File: src/rtl/issue_group_pkg.sv
`timescale 1ns/1ps
// Shared definitions for the issue grouping counter.
// Assumes class codes at or above NUM_CLASSES are folded onto CLS_UNKNOWN upstream of the credit bank.
package issue_group_pkg;

    localparam int CLASS_W     = 4;
    localparam int NUM_CLASSES = 12;
    localparam int CREDIT_W    = 2;

    typedef enum logic [CLASS_W-1:0] {
        CLS_UNKNOWN = 4'd0,
        CLS_ARITH   = 4'd1,
        CLS_SHIFT   = 4'd2,
        CLS_COMPARE = 4'd3,
        CLS_BRANCH  = 4'd4,
        CLS_JUMP    = 4'd5,
        CLS_EXTEND  = 4'd6,
        CLS_NOP     = 4'd7,
        CLS_MOVE    = 4'd8,
        CLS_MOVIMM  = 4'd9,
        CLS_LOAD    = 4'd10,
        CLS_STORE   = 4'd11
    } unit_class_e;

    // Credit allowance a class receives whenever a new group opens.
    function automatic int refill_credit(input int cls);
        if (cls == int'(CLS_COMPARE) || cls == int'(CLS_BRANCH) || cls == int'(CLS_JUMP))
            return 1;
        return 2;
    endfunction

endpackage

File: src/rtl/ig_class_map.sv
`timescale 1ns/1ps
// Folds the raw class code onto a credit-bank index and flags memory classes.
// Assumes nothing about the code: any value above the last defined class becomes unknown.
module ig_class_map
    import issue_group_pkg::*;
(
    input  logic [CLASS_W-1:0] code,
    output logic [CLASS_W-1:0] idx,
    output logic               is_load,
    output logic               is_store
);

    // Map the code, folding undefined values onto the unknown class.
    always_comb begin
        if (int'(code) < NUM_CLASSES)
            idx = code;
        else
            idx = CLS_UNKNOWN;
        is_load  = (idx == CLS_LOAD);
        is_store = (idx == CLS_STORE);
    end

endmodule

File: src/rtl/ig_credit_bank.sv
`timescale 1ns/1ps
// Holds one credit count per unit class and reports whether the addressed class still has credit.
// Assumes idx is already folded below NUM_CLASSES and that refill is raised whenever the
// addressed class is empty, so a credit never decrements from zero.
module ig_credit_bank
    import issue_group_pkg::*;
#(
    parameter int N_CLS = NUM_CLASSES,
    parameter int CR_W  = CREDIT_W,
    parameter int IDX_W = CLASS_W
)(
    input  logic             clk,
    input  logic             rst_n,
    input  logic             take,
    input  logic             refill,
    input  logic [IDX_W-1:0] idx,
    output logic             has_credit
);

    logic [N_CLS-1:0] hit_vec;
    logic [N_CLS-1:0] live_vec;

    for (genvar c = 0; c < N_CLS; c++) begin : g_cls
        localparam logic [CR_W-1:0] FULL = CR_W'(refill_credit(c));
        logic [CR_W-1:0] credit_q;

        assign hit_vec[c]  = (idx == IDX_W'(c));
        assign live_vec[c] = (credit_q != '0);

        // Refill on a new group, then charge the accepted class one credit.
        always_ff @(posedge clk) begin
            if (!rst_n)
                credit_q <= FULL;
            else if (take) begin
                if (refill)
                    credit_q <= hit_vec[c] ? FULL - 1'b1 : FULL;
                else if (hit_vec[c])
                    credit_q <= credit_q - 1'b1;
            end
        end


        credit_cap_chk: assert property (@(posedge clk) disable iff (!rst_n)
            credit_q <= FULL);

        credit_charge_chk: assert property (@(posedge clk) disable iff (!rst_n)
            take && hit_vec[c] |=> credit_q < FULL);
    end

    // Select the liveness of the addressed class.
    always_comb has_credit = |(hit_vec & live_vec);

endmodule

File: src/rtl/ig_event_counters.sv
`timescale 1ns/1ps
// Keeps the cycle, dependence-wait, load and store totals and the registered new-cycle pulse.
// Assumes start is meaningful only when take is high. Counters wrap at their width.
module ig_event_counters #(
    parameter int CNT_W = 16
)(
    input  logic             clk,
    input  logic             rst_n,
    input  logic             take,
    input  logic             start,
    input  logic             hazard,
    input  logic             is_load,
    input  logic             is_store,
    output logic             new_cycle,
    output logic [CNT_W-1:0] cycles,
    output logic [CNT_W-1:0] hazards,
    output logic [CNT_W-1:0] loads,
    output logic [CNT_W-1:0] stores
);

    // Update the totals and the one-clock pulse from each accepted instruction.
    always_ff @(posedge clk) begin
        if (!rst_n) begin
            new_cycle <= 1'b0;
            cycles    <= '0;
            hazards   <= '0;
            loads     <= '0;
            stores    <= '0;
        end else begin
            new_cycle <= take && start;
            if (take && start)            cycles  <= cycles + 1'b1;
            if (take && start && hazard)  hazards <= hazards + 1'b1;
            if (take && is_load)          loads   <= loads + 1'b1;
            if (take && is_store)         stores  <= stores + 1'b1;
        end
    end


    cycle_step_chk: assert property (@(posedge clk) disable iff (!rst_n)
        new_cycle |-> cycles == $past(cycles) + 1'b1);

    hazard_only_chk: assert property (@(posedge clk) disable iff (!rst_n)
        hazards != $past(hazards) |-> new_cycle);

    mem_exclusive_chk: assert property (@(posedge clk) disable iff (!rst_n)
        !(loads != $past(loads) && stores != $past(stores)));

endmodule

File: src/rtl/issue_group_ctr.sv
`timescale 1ns/1ps
// Top of the dual-issue grouping counter. It decides, for each accepted instruction, whether
// a new issue group opens, holds the shared slot budget, and feeds the credit bank and counters.
// Assumes the class code and dependence flag are stable with in_valid at the sampling edge.
module issue_group_ctr
    import issue_group_pkg::*;
#(
    parameter int CNT_W       = 16,
    parameter int SLOT_BUDGET = 2
)(
    input  logic             clk,
    input  logic             rst_n,
    input  logic             in_valid,
    input  logic [3:0]       in_class,
    input  logic             in_hazard,
    output logic             new_cycle,
    output logic [CNT_W-1:0] cycle_count,
    output logic [CNT_W-1:0] hazard_count,
    output logic [CNT_W-1:0] load_count,
    output logic [CNT_W-1:0] store_count
);

    localparam int SLOT_W = $clog2(SLOT_BUDGET + 1);
    localparam logic [SLOT_W-1:0] SLOT_FULL = SLOT_W'(SLOT_BUDGET);

    logic [CLASS_W-1:0] cls_idx;
    logic               cls_load;
    logic               cls_store;
    logic               cls_live;
    logic               open_group;
    logic [SLOT_W-1:0]  slots_q;

    ig_class_map u_map (
        .code     (in_class),
        .idx      (cls_idx),
        .is_load  (cls_load),
        .is_store (cls_store)
    );

    ig_credit_bank #(
        .N_CLS (NUM_CLASSES),
        .CR_W  (CREDIT_W),
        .IDX_W (CLASS_W)
    ) u_bank (
        .clk        (clk),
        .rst_n      (rst_n),
        .take       (in_valid),
        .refill     (open_group),
        .idx        (cls_idx),
        .has_credit (cls_live)
    );

    // Decide whether the presented instruction must open a new group.
    always_comb open_group = in_hazard || !cls_live || (slots_q == '0);

    // Track the shared slot budget: reload on a new group, then spend one slot.
    always_ff @(posedge clk) begin
        if (!rst_n)
            slots_q <= SLOT_FULL;
        else if (in_valid)
            slots_q <= open_group ? SLOT_FULL - 1'b1 : slots_q - 1'b1;
    end

    ig_event_counters #(.CNT_W(CNT_W)) u_cnt (
        .clk      (clk),
        .rst_n    (rst_n),
        .take     (in_valid),
        .start    (open_group),
        .hazard   (in_hazard),
        .is_load  (cls_load),
        .is_store (cls_store),
        .new_cycle(new_cycle),
        .cycles   (cycle_count),
        .hazards  (hazard_count),
        .loads    (load_count),
        .stores   (store_count)
    );


    slot_cap_chk: assert property (@(posedge clk) disable iff (!rst_n)
        slots_q < SLOT_FULL || !$past(in_valid));

    hazard_open_chk: assert property (@(posedge clk) disable iff (!rst_n)
        in_valid && in_hazard |=> new_cycle);

    idle_hold_chk: assert property (@(posedge clk) disable iff (!rst_n)
        !in_valid |=> !new_cycle && $stable(cycle_count) && $stable(hazard_count)
                      && $stable(load_count) && $stable(store_count) && $stable(slots_q));

endmodule

File: config.mk
export PLATFORM = sky130hd
export DESIGN_NAME = issue_group_ctr
export DESIGN_NICKNAME = d
export VERILOG_FILES = /design/src/rtl/issue_group_pkg.sv /design/src/rtl/ig_class_map.sv /design/src/rtl/ig_credit_bank.sv /design/src/rtl/ig_event_counters.sv /design/src/rtl/issue_group_ctr.sv
export SDC_FILE = /design/constraint.sdc
export NUM_CORES = 1
export LEC_CHECK = 0
export BUFFER_PORTS_ARGS = -buffer_cell sky130_fd_sc_hd__buf_2
export CAP_MARGIN = 10
export CELL_PAD_IN_SITES_DETAIL_PLACEMENT = 0
export CELL_PAD_IN_SITES_GLOBAL_PLACEMENT = 2
export CORE_MARGIN = 8
export CORE_UTILIZATION = 34
export DETAILED_ROUTE_END_ITERATION = 16
export HOLD_SLACK_MARGIN = 0.05
export PLACE_DENSITY = 0.92
export SLEW_MARGIN = 20
export SYNTH_ARGS = -nofsm -noshare
export SYNTH_HDL_FRONTEND = slang
export SYNTH_SLANG_ARGS = --single-unit
File: constraint.sdc
create_clock -name clk -period 2.6 [get_ports clk]
set_input_delay 0.52 -clock clk [delete_from_list [all_inputs] [get_ports clk]]
set_output_delay 0.52 -clock clk [all_outputs]
set_load 0.005 [all_outputs]
==> flow_metrics.py <==
metrics = {
    "status": {
        "status": "complete, no violations",
    },
    "worst_hold_path": {
        "hold_depth": 2,
        "min_from": "u_bank.g_cls[4].credit_q[1]$_SDFFE_PN0P_",
        "hp-class": "reg -> reg",
        "hold_end": "u_bank.g_cls[4].credit_q[1]$_SDFFE_PN0P_",
    },
    "route": {
        "vias": 4262,
        "drtPass1Iterations": 4,
        "drcViolationCount": 0,
        "wire_per_inst_um": 14.4,
        "routed_via_density": 5.09,
        "postRouteAntennaNets": 0,
        "wirelength_um": 12000,
        "first_iter_violations": 265,
    },
    "yosys": {
        "ys_warn_count": 0,
        "syn-instance-count": 556,
        "postSynthAreaPerCell_um2": 8.50,
        "async_flop_share_pct": 0,
        "synth_seq_area_share_pct": 38.6,
        "synth_area_um2": 4720,
        "synth.distinct_cells": 62,
        "synth_edf_count": 0,
        "syn-num-nets": 584,
        "ys.flop_type": "dfxtp_1",
        "synth-seq-cells": 91,
    },
    "sta": {
        "layout_setup_ws_ps": 229,
        "holdWs_ps": 464,
        "hold_viol_final": 0,
        "fmax_ghz": 0.422,
        "setup_violations": 0,
        "min_period_ps": 2370,
        "skew_ps": 8.10,
        "timing.setup.tns_ps": 0,
        "worst_slew_pin_slew_ps": 620,
        "rsz0062_at_grt": "no",
        "finalMaxSlewViolations": 0,
        "post-route-period-util_pct": 91.2,
        "relSlewSlack_pct": 58.6,
    },
    "worst_setup_path": {
        "cp_cell_sequence": "buf_2, inv_1, ha_1, nand2b_1, a21boi_4, or3_4, o311ai_0, buf_4, a21oi_1, o21a_1",
        "crit_buf_inv": 3,
        "cpPeakStageDelay_ps": 500,
        "rrSetupSlack_ps": 300,
        "crit_required_ps": 2830,
        "critPathKind": "in -> reg",
        "crit_arrival_ps": 2600,
        "rr_worst_depth": 9,
        "r2r_start": "u_bank.g_cls[0].credit_q[0]$_SDFFE_PN0P_",
        "slowest_stage": "o311ai_0",
        "worstSetupEndpointType": "register",
        "critPathTopFamily": "compound AO/OA/AOI/OAI gates",
        "worstPathMaxFanout": 5,
        "startpoint_type": "input port",
        "rr_endpoint": "u_bank.g_cls[6].credit_q[0]$_SDFFE_PN0P_",
    },
    "clock_network": {
        "cts_buffers": 9,
        "clkSlewWorstSetupHoldPaths_ps": 60,
        "post-cts-setup-buffer-count": 0,
        "clk_latency_ps": 340,
        "ctsHoldBuffers": 0,
        "cts_tree": "built",
        "clock_sinks": 91,
        "cts_resized": 0,
        "cts_root_buf": "clkbuf_16",
        "clock_path_buffers": 2,
        "ctsHtreeMaxLevel": 3,
    },
    "cells_and_area": {
        "fin_nets": 680,
        "drive_gt1_share_pct": 23.0,
        "antenna_cells": 0,
        "area.growth.synth_to_final_pct": 22.4,
    },
    "placement": {
        "place.gp.congestion": 0.932,
        "numPortBuffers": 72,
        "dp_slack_ps": -113,
        "dp_hpwl_um": 8870,
    },
    "floorplan": {
        "die_area_um2": 17900,
        "rows": 43,
        "core_region_area_um2": 13700,
        "floorplan.initialDensity_pct": 34.4,
        "ios": 73,
        "die_h_um": 134,
        "die_width_um": 134,
    },
    "pwr": {
        "irDropWorstVdd_mv": 0.308,
        "power_density_nw_per_um2": 540,
        "leakage_nw": 2.46,
    },
    "global_routing": {
        "grt_max_degree": 35,
        "antenna_found_initial": 0,
        "grt_pass1_vias": 4255,
        "grt_overflow_total": 0,
        "grt_pass1_wl_um": 20100,
        "gr-usage-all-layers_pct": 13.4,
    },
    "run": {
        "maxCapViolCount": 0,
    },
}
-- tightest hold or removal path, stage by stage, from the launching register on --
cell,delay (ps)
dfxtp_1,310
nand3_1,60
a21oi_1,50
-- registers in the layout (all words and copies together), names as in the netlist --
name                   cells
slots_q                    2
u_bank.g_cls.credit_q     24
u_cnt.cycles              16
u_cnt.hazards             16
u_cnt.loads               16
u_cnt.new_cycle            1
u_cnt.stores              16
-- cells in the final DEF (no fill, tap or decap), types with 2 or more instances in the layout --
cell type / count
or2_2: 4
or3_1: 21
nor3_1: 9
nor2_1: 50
buf_12: 2
and4_1: 2
nand2b_1: 4
clkinvlp_4: 2
o31ai_2: 2
clkbuf_16: 9
o21a_1: 10
buf_2: 72
a21boi_4: 2
nand4_1: 18
nand2_1: 38
a311oi_1: 2
and2_1: 5
and3_1: 15
xor2_1: 26
o21ai_1: 18
or4_1: 5
o22ai_1: 2
buf_4: 36
dfxtp_1: 91
nor4_1: 2
o21ai_0: 11
nand3_1: 31
o31ai_1: 4
inv_6: 2
ha_1: 20
nor2b_1: 4
xnor2_1: 13
inv_1: 40
o311ai_0: 4
a31oi_1: 4
a21oi_1: 47
-- cell families after synthesis --
kind of cell    Yosys count  synth area share [%]
simple gates            218                  24.7
compound gates          121                  17.6
flops                    91                  38.6
buf+inv                  66                  6.38
xor+xnor                 39                  7.23
fa+ha+maj                20                  5.30
mux                       1                 0.212
-- through the flow --
| stage | instances | util (%) | power (mW) | instance area (um2) |
|---|---|---|---|---|
| 2_1_floorplan | 556 | - | 1.67 | 4720 |
| 3_3_place_gp | 821 | 39.9 | 1.79 | 5470 |
| 3_5_place_dp | 821 | 39.9 | 1.80 | 5470 |
| 4_1_cts | 837 | 42.2 | 3.17 | 5780 |
| 5_1_grt | 837 | 42.2 | 3.26 | 5780 |
| 6_report | 837 | 42.2 | 3.12 | 5780 |
-- cells in the mapped netlist (5+ instances only) --
master	instances	area, um2
and2_1	5	31.3
or4_1	5	37.5
clkbuf_1	13	48.8
xnor2_1	13	114
o21a_1	10	75.1
dfxtp_1	91	1820
inv_1	40	150
nand2_1	38	143
nor2_1	50	188
ha_1	20	250
nand3_1	31	155
a21oi_1	47	235
nand4_1	18	113
o21ai_0	11	55.1
or3_1	21	131
xor2_1	26	228
and3_1	15	93.8
buf_6	6	67.6
nor3_1	9	45.0
o21ai_1	18	90.1
-- cell type report --
type	count	area, um2
tap	180	225
timing repair buffer	110	671
inverter	41	154
clock inverter	6	71.3
fill	1364	7940
sequential	91	1820
clock buffer	10	239
multi-input combinational	399	2600
-- worst max-delay path by stage --
stage	from	to	slack, ps	cells past startpoint
detailed placement	in_class[2]	u_bank.g_cls[6].credit_q[0]$_SDFFE_PN0P_	-110	10
global placement	in_class[2]	u_bank.g_cls[6].credit_q[0]$_SDFFE_PN0P_	-80	10
global route	in_class[2]	u_bank.g_cls[6].credit_q[0]$_SDFFE_PN0P_	140	10
CTS	in_class[2]	u_bank.g_cls[6].credit_q[0]$_SDFFE_PN0P_	230	10
finish	in_class[2]	u_bank.g_cls[6].credit_q[0]$_SDFFE_PN0P_	230	10
floorplan	in_class[2]	u_bank.g_cls[9].credit_q[1]$_SDFFE_PN1P_	240	8
-- power breakdown --
part           total (mW)  leakage, nW  internal (mW)  switching, mW
clock                1.35        0.146          0.780          0.574
combinational       0.339         1.58          0.145          0.195
sequential           1.43        0.736           1.41         0.0172
total                3.12         2.46           2.34          0.786
-- metal layers --
layer / vias to the layer above / wire length, um / GRT usage, %
met5: - / 0 / 0
met2: 67 / 5800 / 22.9
li1: 2138 / - / -
met1: 2044 / 5520 / 15.8
met4: 0 / 151 / 4.24
met3: 13 / 553 / 3.93
Power figures use the tool's default switching activity.
